$ cat config.mk
export PLATFORM = sky130hd
export DESIGN_NAME = pll_div_search
export DESIGN_NICKNAME = d
export VERILOG_FILES = /design/src/rtl/pll_div_search_pkg.sv /design/src/rtl/pll_q_sweep.sv /design/src/rtl/pll_p_walk.sv /design/src/rtl/pll_best_keep.sv /design/src/rtl/pll_div_search.sv
export SDC_FILE = /design/constraint.sdc
export NUM_CORES = 1
export LEC_CHECK = 0
export ABC_AREA = 1
export BUFFER_PORTS_ARGS = -buffer_cell sky130_fd_sc_hd__buf_2
export CAP_MARGIN = 5
export CORE_MARGIN = 2
export CORE_UTILIZATION = 60
export DETAILED_ROUTE_END_ITERATION = 16
export MAX_ROUTING_LAYER = met4
export PLACE_DENSITY = 0.86
export REMOVE_ABC_BUFFERS = 1
export SLEW_MARGIN = 20
export SYNTH_ARGS = -nofsm -noshare
export SYNTH_HDL_FRONTEND = slang
export SYNTH_SLANG_ARGS = --single-unit
$ cat constraint.sdc
create_clock -name clk -period 13.3 [get_ports clk]
set_clock_uncertainty 0.1 [all_clocks]
set_input_delay 1.33 -clock clk [delete_from_list [all_inputs] [get_ports clk]]
set_output_delay 1.33 -clock clk [all_outputs]
set_load 0.01 [all_outputs]
$ cat src/rtl/pll_div_search_pkg.sv
package pll_div_search_pkg;
  localparam int unsigned REF_HZ_DEF = 14318180;
  localparam int unsigned P_MAX_DEF  = 255;
  localparam int unsigned Q_MAX_DEF  = 63;
  localparam int unsigned F_W_DEF    = 32;
  localparam int unsigned ERR_W_DEF  = 48;

  typedef enum logic [2:0] {
    S_IDLE,
    S_LOAD,
    S_WALK,
    S_JUDGE,
    S_DONE
  } srch_state_t;
endpackage

$ cat src/rtl/pll_q_sweep.sv
module pll_q_sweep #(
  parameter int unsigned F_W   = 32,
  parameter int unsigned ERR_W = 48,
  parameter int unsigned Q_MAX = 63,
  localparam int unsigned Q_W  = $clog2(Q_MAX + 1)
) (
  input  logic             clk,
  input  logic             rst,
  input  logic             init,
  input  logic             next,
  input  logic [F_W-1:0]   target,
  input  logic [F_W-1:0]   target_hold,
  output logic [Q_W-1:0]   q_val,
  output logic [ERR_W-1:0] fq_val,
  output logic             q_last
);
  // fq_val tracks target*q by accumulation, so no multiplier is needed.
  always_ff @(posedge clk) begin
    if (rst) begin
      q_val  <= '0;
      fq_val <= '0;
    end else if (init) begin
      q_val  <= Q_W'(1);
      fq_val <= ERR_W'(target);
    end else if (next) begin
      q_val  <= q_val + Q_W'(1);
      fq_val <= fq_val + ERR_W'(target_hold);
    end
  end

  assign q_last = (q_val == Q_W'(Q_MAX));
endmodule

$ cat src/rtl/pll_p_walk.sv
module pll_p_walk #(
  parameter int unsigned ERR_W  = 48,
  parameter int unsigned P_MAX  = 255,
  parameter int unsigned REF_HZ = 14318180,
  localparam int unsigned P_W   = $clog2(P_MAX + 1)
) (
  input  logic             clk,
  input  logic             rst,
  input  logic             load,
  input  logic             step,
  input  logic [ERR_W-1:0] fq,
  input  logic [ERR_W-1:0] half,
  output logic             l_pos,
  output logic             p_at_max,
  output logic [P_W-1:0]   cand_p,
  output logic [ERR_W-1:0] cand_err
);
  localparam logic [ERR_W-1:0] REF_V = ERR_W'(REF_HZ);

  logic signed [ERR_W-1:0] l_r;
  logic        [P_W-1:0]   p_r;
  logic        [ERR_W-1:0] neg_mag;
  logic                    back;
  logic signed [ERR_W-1:0] l_adj;

  always_ff @(posedge clk) begin
    if (rst) begin
      l_r <= '0;
      p_r <= '0;
    end else if (load) begin
      l_r <= $signed(fq - REF_V);
      p_r <= P_W'(1);
    end else if (step) begin
      l_r <= l_r - $signed(REF_V);
      p_r <= p_r + P_W'(1);
    end
  end

  assign l_pos    = !l_r[ERR_W-1] && (l_r != '0);
  assign p_at_max = (p_r == P_W'(P_MAX));

  // Step back one reference when the overshoot is larger than half the target.
  always_comb begin
    neg_mag  = $unsigned(-l_r);
    back     = l_r[ERR_W-1] && (neg_mag > half) && (p_r > P_W'(1));
    l_adj    = back ? (l_r + $signed(REF_V)) : l_r;
    cand_p   = back ? (p_r - P_W'(1)) : p_r;
    cand_err = l_adj[ERR_W-1] ? $unsigned(-l_adj) : $unsigned(l_adj);
  end
endmodule

$ cat src/rtl/pll_best_keep.sv
module pll_best_keep #(
  parameter int unsigned ERR_W = 48,
  parameter int unsigned P_W   = 8,
  parameter int unsigned Q_W   = 6
) (
  input  logic             clk,
  input  logic             rst,
  input  logic             init,
  input  logic             judge,
  input  logic [ERR_W-1:0] cand_err,
  input  logic [P_W-1:0]   cand_p,
  input  logic [Q_W-1:0]   cand_q,
  output logic [ERR_W-1:0] best_err,
  output logic [P_W-1:0]   best_p,
  output logic [Q_W-1:0]   best_q
);
  logic take;
  // Less-or-equal lets a later Q win a tie.
  assign take = judge && (cand_err <= best_err);

  always_ff @(posedge clk) begin
    if (rst || init) begin
      best_err <= '1;
      best_p   <= '0;
      best_q   <= '0;
    end else if (take) begin
      best_err <= cand_err;
      best_p   <= cand_p;
      best_q   <= cand_q;
    end
  end
endmodule

$ cat src/rtl/pll_div_search.sv
module pll_div_search
  import pll_div_search_pkg::*;
#(
  parameter int unsigned REF_HZ = REF_HZ_DEF,
  parameter int unsigned P_MAX  = P_MAX_DEF,
  parameter int unsigned Q_MAX  = Q_MAX_DEF,
  parameter int unsigned F_W    = F_W_DEF,
  parameter int unsigned ERR_W  = ERR_W_DEF,
  localparam int unsigned P_W   = $clog2(P_MAX + 1),
  localparam int unsigned Q_W   = $clog2(Q_MAX + 1)
) (
  input  logic             clk,
  input  logic             rst,
  input  logic             start_i,
  input  logic [F_W-1:0]   target_i,
  output logic             busy_o,
  output logic             done_o,
  output logic [P_W-1:0]   p_o,
  output logic [Q_W-1:0]   q_o,
  output logic [ERR_W-1:0] err_o
);
  srch_state_t state_r;
  logic [F_W-1:0]   target_r;
  logic             accept;
  logic [Q_W-1:0]   q_val;
  logic [ERR_W-1:0] fq_val;
  logic             q_last;
  logic             l_pos, p_at_max;
  logic [P_W-1:0]   cand_p;
  logic [ERR_W-1:0] cand_err;
  logic             in_walk, in_load, in_judge;
  logic             do_step, do_next;

  assign accept   = start_i && ((state_r == S_IDLE) || (state_r == S_DONE));
  assign in_walk  = (state_r == S_WALK);
  assign in_load  = (state_r == S_LOAD);
  assign in_judge = (state_r == S_JUDGE);
  assign do_step  = in_walk && l_pos && !p_at_max;
  assign do_next  = in_judge && (cand_err != '0) && !q_last;

  always_ff @(posedge clk) begin
    if (rst) begin
      state_r  <= S_IDLE;
      target_r <= '0;
    end else begin
      if (accept) target_r <= target_i;
      unique case (state_r)
        S_IDLE, S_DONE: if (accept) state_r <= S_LOAD;
        S_LOAD:         state_r <= S_WALK;
        S_WALK: begin
          if (l_pos && p_at_max) state_r <= S_DONE;
          else if (!l_pos)       state_r <= S_JUDGE;
        end
        S_JUDGE:        state_r <= do_next ? S_LOAD : S_DONE;
        default:        state_r <= S_IDLE;
      endcase
    end
  end

  pll_q_sweep #(.F_W(F_W), .ERR_W(ERR_W), .Q_MAX(Q_MAX)) u_sweep (
    .clk(clk), .rst(rst), .init(accept), .next(do_next),
    .target(target_i), .target_hold(target_r),
    .q_val(q_val), .fq_val(fq_val), .q_last(q_last)
  );

  pll_p_walk #(.ERR_W(ERR_W), .P_MAX(P_MAX), .REF_HZ(REF_HZ)) u_walk (
    .clk(clk), .rst(rst), .load(in_load), .step(do_step),
    .fq(fq_val), .half(ERR_W'(target_r >> 1)),
    .l_pos(l_pos), .p_at_max(p_at_max),
    .cand_p(cand_p), .cand_err(cand_err)
  );

  pll_best_keep #(.ERR_W(ERR_W), .P_W(P_W), .Q_W(Q_W)) u_best (
    .clk(clk), .rst(rst), .init(accept), .judge(in_judge),
    .cand_err(cand_err), .cand_p(cand_p), .cand_q(q_val),
    .best_err(err_o), .best_p(p_o), .best_q(q_o)
  );

  assign busy_o = (state_r == S_LOAD) || in_walk || in_judge;
  assign done_o = (state_r == S_DONE);
endmodule

==> impl_metrics.py <==
metrics = {
    "clocking": {
        "clk_pin_slew_ns": 0.06,
        "cts.sinks": 207,
        "holdBufCountCts": 0,
        "cts_tree": "built",
        "clockBufferDepth": 3,
        "numCtsBuffers": 25,
        "cts_resized": 0,
        "cts_setup_buffers": 0,
        "insertion_delay_ns": 0.56,
        "htree_levels": 1,
        "clockRootBuffer": "clkbuf_16",
    },
    "worst_setup_path": {
        "critPathBufInv": 8,
        "worstSetupEndpointType": "flop",
        "r2r_cells": 45,
        "path_class": "reg2reg",
        "r2r_end": "u_best.best_p[6]$_SDFFE_PP0P_",
        "cp.arrival_ns": 9.03,
        "critPathRequiredTime_ns": 13.64,
        "crit_family": "simple AND/OR/NAND/NOR gates",
        "slowest_stage": "nand2_2",
        "worstPathMaxFanout": 50,
        "crit_path_start_kind": "flop",
        "critPathMaxStageDelay_ns": 0.80,
        "crit_top_cell": "nand2_1",
        "rr_startpoint": "u_walk.l_r[0]$_SDFFE_PP0P_",
        "r2r_slack_ns": 4.62,
    },
    "drt": {
        "drc": 0,
        "wl_per_cell_um": 18.7,
        "wl_met1_mm": 30.1,
        "detail-route-antenna-nets": 0,
        "wl_mm": 75.3,
        "met3_length_mm": 6.07,
        "firstDrtPassIters": 6,
        "wl_met2_mm": 34.2,
        "via_per_inst": 5.90,
        "vias": 23800,
        "drt_iter0_markers": 2312,
        "routed.top_layer": "met4",
    },
    "synth": {
        "synth_area_sq_mm": 0.0207,
        "yosysSeqAreaShare_pct": 20.0,
        "yosys-top-cells-area": "dfxtp_1 (20%), nand2_1 (15%), inv_1 (8.8%), nor2_1 (8.3%), ha_1 (7.3%)",
        "synthArstFlopShare_pct": 0,
        "synth_top_area_share_pct": 20.0,
        "yosysMostFrequentCell": "nand2_1",
        "ys_ff_latch": 207,
        "synthFlopType": "dfxtp_1",
        "syn-mean-instance-area_sq_um": 5.83,
        "synth_area_leader_cell": "dfxtp_1",
        "yosysWarnings": 0,
        "synth_edf_count": 0,
        "syn_inst": 3555,
        "synth_top_cells_by_count": "nand2_1 (854), inv_1 (488), nor2_1 (457), nand3_1 (252), a21oi_1 (251)",
        "ys_types": 59,
    },
    "hold_path": {
        "min_to": "target_r[0]$_SDFFE_PP0P_",
        "hold_class": "reg2reg",
        "holdPathStages": 2,
        "hp-start": "target_r[0]$_SDFFE_PP0P_",
    },
    "floorplanning": {
        "ios": 99,
        "die_w_um": 190,
        "dieArea_sq_mm": 0.0360,
        "rows": 68,
        "coreArea_sq_mm": 0.0343,
        "die_h_um": 190,
        "initial_core_util_pct": 60.4,
    },
    "power_and_ir_drop": {
        "p_comb_share_pct": 69.6,
        "p_sw_mw": 3.36,
        "p_int_mw": 2.41,
        "power_density_mw_per_mm2": 260,
        "clkPwrFrac_pct": 12.6,
        "vdd_drop_max_mv": 0.208,
        "swShare_pct": 58.3,
        "seqPwrFrac_pct": 17.9,
        "p_leak_nw": 11.1,
    },
    "sta": {
        "worstMarginPinSlew_ns": 0.982,
        "setup_viol": 0,
        "hold_viol_final": 0,
        "rsz0062_at_grt": "no",
        "finalCriticalPeriod_ns": 8.68,
        "period_share_pct": 65.3,
        "final.setup.tns_ns": 0,
        "max_slew_margin_pct": 34.5,
        "clock.fmax_mhz": 115,
        "drv_slew": 0,
    },
    "run_status": {
        "status": "completed",
    },
    "placed_design": {
        "place_congestion": 1.07,
        "dp_hpwl_mm": 58.6,
        "port_buffers": 98,
    },
    "job": {
        "drv_cap": 0,
    },
    "finish": {
        "drive_gt1_share_pct": 6.31,
        "antennaDiodeCount": 0,
        "area_growth_pct": 7.00,
        "nNetsFinal": 3718,
        "finalCoreUtilization_pct": 64.7,
    },
    "global_route": {
        "grt_pass1_wl_mm": 118,
        "overflow": 0,
        "grt_pass1_vias": 22200,
        "antenna_found_initial": 0,
        "grt_max_degree": 96,
        "grt_usage_pct": 42.4,
    },
}
registers in the layout, summed over array words and instances, names as in the netlist:
signal,count
state_r,3
u_walk.p_r,8
u_sweep.q_val,6
u_sweep.fq_val,48
u_best.best_p,8
u_best.best_err,48
target_r,32
u_walk.l_r,48
u_best.best_q,6
per-layer routing:
metal,vias up,track usage [%]
met5,-,-
met4,0,25.1
met3,262,4.61
met2,1187,68.1
met1,10700,51.4
li1,11600,-
through the flow:
stage | setup slack [ns] | total power, mW | cells | cell area (sq um) | hold slack, ns
global route | 3.82 | 6.29 | 4034 | 22200 | 0.418
global placement | 5.10 | 4.87 | 3989 | 21300 | 0.353
finish | 4.62 | 5.77 | 4034 | 22200 | 0.373
CTS | 4.80 | 5.64 | 4034 | 22200 | 0.373
floorplan | 4.85 | 3.78 | 3417 | 20100 | 0.335
detailed placement | 4.85 | 4.90 | 3989 | 21300 | 0.359
cell usage in the layout (no fill, tap or decap), types with 8 or more instances in the layout:
cell       count
nand2_1      853
a31oi_1       26
o22ai_1       40
a21oi_1      250
o21a_1         8
nand3b_1      38
nand2_2       14
nor3_1        67
o211ai_1      35
a211oi_1      15
xor2_1       125
nand3_1      252
o21ai_0      215
nor2_1       455
inv_2         12
clkinv_1      10
nor2_2        18
xnor2_1       12
dfxtp_1      207
buf_2         98
inv_1        488
buf_4         18
ha_1         121
nor4_1        21
nand4_1       44
clkbuf_16     25
power by group through the flow:
stage                     Clock, mW  Sequential, mW  Combinational (mW)
final                         0.724            1.03                4.02
after global routing          0.749            1.04                4.49
after CTS                     0.721            1.01                3.91
after detailed placement          0            1.03                3.87
after global placement            0            1.03                3.84
after floorplan                   0           0.930                2.85
layout make-up:
type,count,area [sq um]
Timing Repair Buffer,117,637
Clock buffer,32,692
Tap cell,455,569
Sequential cell,207,4140
Clock inverter,13,153
Inverter,511,1920
Multi-Input combinational cell,2699,14100
Fill cell,3412,12100
kinds of logic (layout without fill, tap and decap cells):
kind of cell             Yosys count  count (layout)  share of synthesized area [%]
AO/OA/AOI/OAI                    645             645                           17.5
AND/OR/NAND/NOR                 1794            1794                           37.0
multiplexers                       1               1                         0.0483
XOR/XNOR                         137             137                           5.79
adder cells (fa/ha/maj)          122             122                           7.40
buffers and inverters            649             673                           12.3
flip-flops                       207             207                           20.0
worst min-delay path: cells and delay by family (launching register included):
| kind | cells | cell delay (ns) |
|---|---|---|
| DFF | 1 | 0.33 |
| AOI/OAI and AO/OA | 1 | 0.06 |
| and+or+nand+nor | 1 | 0.06 |
worst max path at each step:
stage                                     from                          endpoint  slack [ns]  cells after the start
global placement    u_walk.l_r[0]$_SDFFE_PP0P_  u_best.best_err[24]$_SDFFE_PP1P_        5.10                     44
global route        u_walk.l_r[0]$_SDFFE_PP0P_     u_best.best_p[6]$_SDFFE_PP0P_        3.82                     49
floorplan           u_walk.p_r[0]$_SDFFE_PP0P_     u_best.best_p[6]$_SDFFE_PP0P_        4.85                     29
CTS                 u_walk.l_r[0]$_SDFFE_PP0P_     u_best.best_p[6]$_SDFFE_PP0P_        4.80                     45
detailed placement  u_walk.l_r[0]$_SDFFE_PP0P_     u_best.best_p[6]$_SDFFE_PP0P_        4.85                     50
finish              u_walk.l_r[0]$_SDFFE_PP0P_     u_best.best_p[6]$_SDFFE_PP0P_        4.62                     45
Power figures use the tool's default switching activity.
